[src/rtl/fp_add_pipe.sv]
module fp_add_pipe (
  input  logic        clk,
  input  logic        rst_n,
  input  logic        in_valid,
  input  logic [31:0] op_a,
  input  logic [31:0] op_b,
  output logic        out_valid,
  output logic [31:0] sum
);
  localparam logic [31:0] QNAN = 32'h7FC00000;

  // stage 1: classify, flush, swap
  logic [7:0] ea, eb;
  logic       za, zb, na, nb, ia, ib, swap, spec;
  logic [31:0] spec_val;
  assign ea = op_a[30:23];
  assign eb = op_b[30:23];
  assign za = (ea == 8'd0);
  assign zb = (eb == 8'd0);
  assign na = (ea == 8'hFF) && (op_a[22:0] != 23'd0);
  assign nb = (eb == 8'hFF) && (op_b[22:0] != 23'd0);
  assign ia = (ea == 8'hFF) && (op_a[22:0] == 23'd0);
  assign ib = (eb == 8'hFF) && (op_b[22:0] == 23'd0);
  assign swap = (ea < eb);
  assign spec = na | nb | ia | ib;
  assign spec_val = (na | nb | (ia & ib & (op_a[31] ^ op_b[31]))) ? QNAN :
                    ia ? op_a : op_b;

  logic        v1, sp1, sx1, sy1;
  logic [31:0] spv1;
  logic [7:0]  ex1, ey1;
  logic [23:0] mx1, my1;
  always_ff @(posedge clk) begin
    if (!rst_n) v1 <= 1'b0;
    else        v1 <= in_valid;
    sp1  <= spec;
    spv1 <= spec_val;
    sx1  <= swap ? op_b[31] : op_a[31];
    sy1  <= swap ? op_a[31] : op_b[31];
    ex1  <= swap ? eb : ea;
    ey1  <= swap ? ea : eb;
    mx1  <= swap ? (zb ? 24'd0 : {1'b1, op_b[22:0]}) : (za ? 24'd0 : {1'b1, op_a[22:0]});
    my1  <= swap ? (za ? 24'd0 : {1'b1, op_a[22:0]}) : (zb ? 24'd0 : {1'b1, op_b[22:0]});
  end

  // stage 2: align with guard/round/sticky, complement on unlike signs
  logic [7:0]  dexp;
  logic [4:0]  dsh;
  logic [50:0] wide;
  logic [26:0] al;
  assign dexp = ex1 - ey1;
  assign dsh  = (dexp > 8'd27) ? 5'd27 : dexp[4:0];
  assign wide = {my1, 27'd0} >> dsh;
  assign al   = {wide[50:25], |wide[24:0]};

  logic        v2, sp2, sx2, sy2;
  logic [31:0] spv2;
  logic [7:0]  ex2;
  logic [26:0] mx2;
  logic [28:0] my2;
  always_ff @(posedge clk) begin
    if (!rst_n) v2 <= 1'b0;
    else        v2 <= v1;
    sp2  <= sp1;
    spv2 <= spv1;
    sx2  <= sx1;
    sy2  <= sy1;
    ex2  <= ex1;
    mx2  <= {mx1, 3'b000};
    my2  <= (sx1 ^ sy1) ? (~{2'b00, al} + 29'd1) : {2'b00, al};
  end

  // stage 3: add
  logic [28:0] raw;
  assign raw = {2'b00, mx2} + my2;

  logic        v3, sp3, sg3;
  logic [31:0] spv3;
  logic [7:0]  ex3;
  logic [27:0] mag3;
  always_ff @(posedge clk) begin
    if (!rst_n) v3 <= 1'b0;
    else        v3 <= v2;
    sp3  <= sp2;
    spv3 <= spv2;
    sg3  <= raw[28] ? sy2 : sx2;
    ex3  <= ex2;
    mag3 <= raw[28] ? (~raw[27:0] + 28'd1) : raw[27:0];
  end

  // stage 4: normalize and round to nearest even
  logic [4:0]  lz;
  logic [26:0] norm;
  logic signed [10:0] e_pre, e_fin;
  logic        up;
  logic [24:0] rnd;
  logic [31:0] res;
  always_comb begin
    lz = 5'd27;
    for (int i = 0; i < 27; i++)
      if (mag3[i]) lz = 5'(26 - i);
    if (mag3[27]) begin
      norm  = {mag3[27:2], mag3[1] | mag3[0]};
      e_pre = $signed({3'b000, ex3}) + 11'sd1;
    end else begin
      norm  = mag3[26:0] << lz;
      e_pre = $signed({3'b000, ex3}) - $signed({6'b0, lz});
    end
    up    = norm[2] & (norm[1] | norm[0] | norm[3]);
    rnd   = {1'b0, norm[26:3]} + {24'd0, up};
    e_fin = e_pre + $signed({10'd0, rnd[24]});
    if (sp3)                         res = spv3;
    else if (mag3 == 28'd0)          res = 32'd0;
    else if (e_pre < 11'sd1)         res = 32'd0;
    else if (e_fin > 11'sd254)       res = {sg3, 8'hFF, 23'd0};
    else res = {sg3, e_fin[7:0], rnd[24] ? rnd[23:1] : rnd[22:0]};
  end

  always_ff @(posedge clk) begin
    if (!rst_n) out_valid <= 1'b0;
    else        out_valid <= v3;
    sum <= res;
  end

  // edges seen since reset release, saturating at 4
  logic [2:0] live;
  always_ff @(posedge clk)
    if (!rst_n) live <= 3'd0;
    else if (live != 3'd4) live <= live + 3'd1;


  latency_chk: assert property (@(posedge clk) disable iff (!rst_n)
    (live == 3'd4) |-> (out_valid == $past(in_valid, 4)));

  nan_in_chk: assert property (@(posedge clk) disable iff (!rst_n)
    (live == 3'd4 && $past(in_valid, 4) &&
     $past(op_a[30:23], 4) == 8'hFF && $past(op_a[22:0], 4) != 23'd0) |-> (sum == QNAN));

  cancel_chk: assert property (@(posedge clk) disable iff (!rst_n)
    (live == 3'd4 && $past(in_valid, 4) && $past(op_a[30:23], 4) != 8'hFF &&
     $past(op_b, 4) == ($past(op_a, 4) ^ 32'h80000000)) |-> (sum == 32'd0));

  no_subnormal_chk: assert property (@(posedge clk) disable iff (!rst_n)
    (out_valid && sum[30:23] == 8'd0) |-> (sum == 32'd0));

  inf_pass_chk: assert property (@(posedge clk) disable iff (!rst_n)
    (live == 3'd4 && $past(in_valid, 4) && $past(op_a[30:0], 4) == 31'h7F800000 &&
     $past(op_b[30:23], 4) != 8'hFF) |-> (sum == $past(op_a, 4)));
endmodule

[config.mk]
export PLATFORM = sky130hd
export DESIGN_NAME = fp_add_pipe
export DESIGN_NICKNAME = d
export VERILOG_FILES = /design/src/rtl/fp_add_pipe.sv
export SDC_FILE = /design/constraint.sdc
export NUM_CORES = 1
export LEC_CHECK = 0
export BUFFER_PORTS_ARGS = -buffer_cell sky130_fd_sc_hd__buf_2
export CAP_MARGIN = 25
export CORE_ASPECT_RATIO = 1.75
export CORE_UTILIZATION = 38
export DETAILED_ROUTE_END_ITERATION = 8
export GPL_TIMING_DRIVEN = 0
export PLACE_DENSITY_LB_ADDON = 0.2
export SYNTH_ARGS = -nofsm -noshare
export SYNTH_HDL_FRONTEND = slang
export SYNTH_SLANG_ARGS = --single-unit
[constraint.sdc]
create_clock -name clk -period 7.4 [get_ports clk]
set_input_delay 0 -clock clk [delete_from_list [all_inputs] [get_ports clk]]
set_output_delay 0 -clock clk [all_outputs]
set_load 0.03 [all_outputs]
==> results by group <==
Global route
  – Antenna violations before repair: 1
  – GRT Overall Usage: 31.89%
  – Vias in the first global route: 15820
  – Congestion Overflow GR: 0
  – Pin count of the biggest net entering global routing: 18
  – First-pass GRT wire length: 103.3 mm

Logic synthesis
  – Async set-reset flop share out of synthesis: 0%
  – Seq cells post-synth: 301
  – Ys flop type: dfxtp_1
  – Most frequent cells after synthesis: dfxtp_1 (301), nand2_1 (158), nor2_1 (117)
  – Post-synth EDFFs: 0
  – Synth Cell Area: 16340 sq um
  – Average cell area after synthesis: 8.955 sq um
  – Mapped Nets: 1944
  – Adder-cell share of the synthesized area: 4.119%
  – Number of library cell types mapped by synthesis: 123
  – Largest family of logic cells by synthesized area: compound AO/OA/AOI/OAI gates
  – Synth area leader: dfxtp_1
  – Compound-Gate Fraction of Synth Area: around a quarter
  – Post-synthesis cell count: 1825
  – Multiplexer area fraction after synthesis: 4.440%
  – Top cell type's share of synthesized area: 36.87%
  – XOR/XNOR Fraction of Synth Area: 5.780%
  – Simple-Gate Fraction of Synth Area: 19.63%
  – Sequential element share of the synthesized area: 36.87%
  – Top-count cell post-synth: dfxtp_1
  – Yosys warning count: 0
  – Synth top area cells: dfxtp_1 (37%), ha_1 (3.8%), xnor2_1 (3.7%)

Pwr
  – Leakage power: just under 8 nW
  – Total Power: 0.009117 W
  – PwrDens: 465.4 nW/um^2
  – Peak supply drop: 256.9 uV

Route
  – Drt wl/cell: around 27 um
  – Vias: 15920
  – Vias per cell: 6.023
  – Total Routed Length: 71.21 mm
  – Drt drc: 0
  – Final ANT Viol Nets: 0
  – Iteration count of the initial detailed-routing pass: 7
  – Drt initial violations: 1146

Die
  – I/O Pins: 100
  – Area of the core: 42420 sq um
  – Die X: around 160 um
  – Placement row count: 100
  – Initial Util: 38.53%
  – Die Ht: 276.3 um
  – DIE AREA: 43870 sq um

Worst setup path
  – Critical path required time: 7860 ps
  – Worst reg2reg startpoint: mag3[24]
  – Crit Path Class: register to register
  – Reg2reg end: sum[4]
  – CP Data Arrival Time: ~7500 ps
  – CP endpoint kind: register
  – FF-to-FF path depth: 23
  – Crit start category: register
  – Worst R2R Setup Slack: 330 ps
  – Worst Path Max Fanout: 10

Hold path
  – Hold endpoint: v2
  – Worst hold path depth: 3
  – Worst min-delay path class: input pin to register
  – HP Start: rst_n

Layout
  – Fin util: 46.18%
  – Nets: 2177
  – Ratio of cells with drive above 1 in the final layout: roughly 15%
  – Footprint of the multi-input gates: 9643 sq um
  – Area Growth Syn to Fin: 19.85%
  – Seq. cell area: 6026 sq um
  – Fillers: 4171
  – Post-route cell area: 19590 sq um

Clock network
  – Clock buffer depth: 3
  – Clk slew on worst S/H paths: about 70 ps
  – Worst-Skew Late Latency: 590 ps
  – Num CTS Buffers: 28
  – H-Tree Depth: 1
  – Sink Count: 301
  – TritonCTS clock tree: done
  – Clk root buf: clkbuf_16
  – # Post-CTS Setup Buffers: 0

Timing
  – Max-slew headroom: 25.89%
  – Hold Fails Final Rpt: 0
  – Final setup viols: 0
  – Fin crit share: 95.53%
  – Worst hold margin: ~220 ps
  – Layout Skew: 53.43 ps
  – Setup TNS: 0 ps
  – FMAX: 141.5 MHz
  – Worst Max-Slew Pin Slew: approximately 1100 ps
  – RSZ-0062 raised after global routing: no
  – Final Max Slew Viols: 0
  – Tmin final: 7069 ps

Placement
  – Area of placed instances: 17580 sq um
  – Gp weighted congestion: 1.050
  – Port Buf Inserts: 99
  – Post-DP HPWL: 55.66 mm

Outcome
  – Status: completed

Run
  – Max-cap violations: 0
-- power by group --
| part | total (W) | internal [W] | switching (W) | leakage [nW] |
|---|---|---|---|---|
| Combinational | 0.00528 | 0.00181 | 0.00347 | 4.89 |
| Sequential | 0.00231 | 0.00198 | 0.000332 | 2.54 |
| Clock | 0.00153 | 0.000874 | 0.000658 | 0.489 |
| Total | 0.00912 | 0.00466 | 0.00446 | 7.91 |
-- critical path, stage by stage (launching register included) --
cell and delay, ps:
dfxtp_1 300, buf_2 200, nor4_4 530, nand2_1 370, nor2_1 550, inv_1 240, nor2_1 510, inv_1 90
o2111ai_1 730, nand4_4 210, nor4_2 480, and3_4 290, ha_1 160, and3_1 190, a21oi_1 80, or2_2 320
or4_1 500, a21oi_1 330, nor2_1 160, nand2_1 260, a21oi_4 120, buf_6 180, a22oi_2 120, nand2_1 80
-- worst max-delay path by stage --
stage / start / endpoint
6_report: mag3[24] / sum[4]
3_3_place_gp: mag3[5] / sum[4]
5_1_grt: mag3[13] / sum[14]
3_5_place_dp: mag3[18] / sum[4]
4_1_cts: mag3[18] / sum[4]
2_1_floorplan: mag3[10] / sum[10]
-- cell families (layout without fill, tap and decap cells) --
kind of cell	count (synthesis)	in the layout
compound gates	545	545
xor+xnor	107	107
fa+ha+maj	52	52
buf+inv	149	404
flops	301	301
mux	66	66
other cells	0	2
simple gates	605	605
-- state kept, by name, summed over array words and instances (netlist names), 8 cells and up --
name / count
my1: 24
spv1: 32
ex3: 8
sum: 32
ey1: 8
spv3: 32
spv2: 32
mag3: 28
ex2: 8
mx2: 24
my2: 29
mx1: 24
ex1: 8
-- metrics by stage --
stage          setup slack [ps]  std cells
5_1_grt                   78.65       2642
3_3_place_gp              12.82       2485
3_5_place_dp              47.82       2491
6_report                  331.1       2643
2_1_floorplan              1833       1825
4_1_cts                   61.94       2639
-- cell usage in the layout, fill, tap and decap left out, drive strengths merged, types with 14 or more instances in the layout --
cell / Yosys / final
dlygate4sd3: 0 / 96
nand2: 160 / 160
a31oi: 38 / 38
dfxtp: 301 / 301
o31ai: 17 / 17
and2: 38 / 38
nor2: 120 / 120
mux2i: 42 / 42
o211ai: 27 / 27
a21o: 14 / 14
mux2: 24 / 24
ha: 49 / 49
a22o: 60 / 60
a21oi: 102 / 102
nor2b: 22 / 22
nor4: 38 / 38
xnor2: 70 / 70
and3: 20 / 20
inv: 55 / 63
buf: 47 / 152
nor3: 51 / 51
nand4: 27 / 27
xor2: 37 / 37
clkbuf: 45 / 78
nand3: 52 / 52
nand2b: 17 / 17
a211oi: 25 / 25
a221oi: 15 / 15
o21ai: 95 / 95
a22oi: 21 / 21
-- per-layer routing --
| layer | wire (um) | share of wire [%] | GRT usage (%) |
|---|---|---|---|
| met5 | 0 | 0 | 0 |
| met4 | 7655 | 11 | 28.90 |
| met3 | 4073 | 5.7 | 4.575 |
| met2 | 37240 | 52 | 60.54 |
| met1 | 22240 | 31 | 28.91 |
-- area by class of cell --
cell class                      count  share of cell area (%)
Tap cell                          561                   3.584
Clock buffer                       31                   3.737
Clock inverter                     21                   1.393
Sequential cell                   301                   30.76
Multi-Input combinational cell   1375                   49.23
Inverter                           57                   1.118
Antenna cell                        2                 0.02555
Buffer                             92                   2.453
Timing Repair Buffer              203                   7.697
-- what timing repair did --
item	4_1_cts	5_1_grt
hold endpoints to repair	101	0
hold buffers	96	0
setup endpoints to repair	0	20
gates resized for setup	0	3
Note: power is estimated with default switching activity, not from simulation.
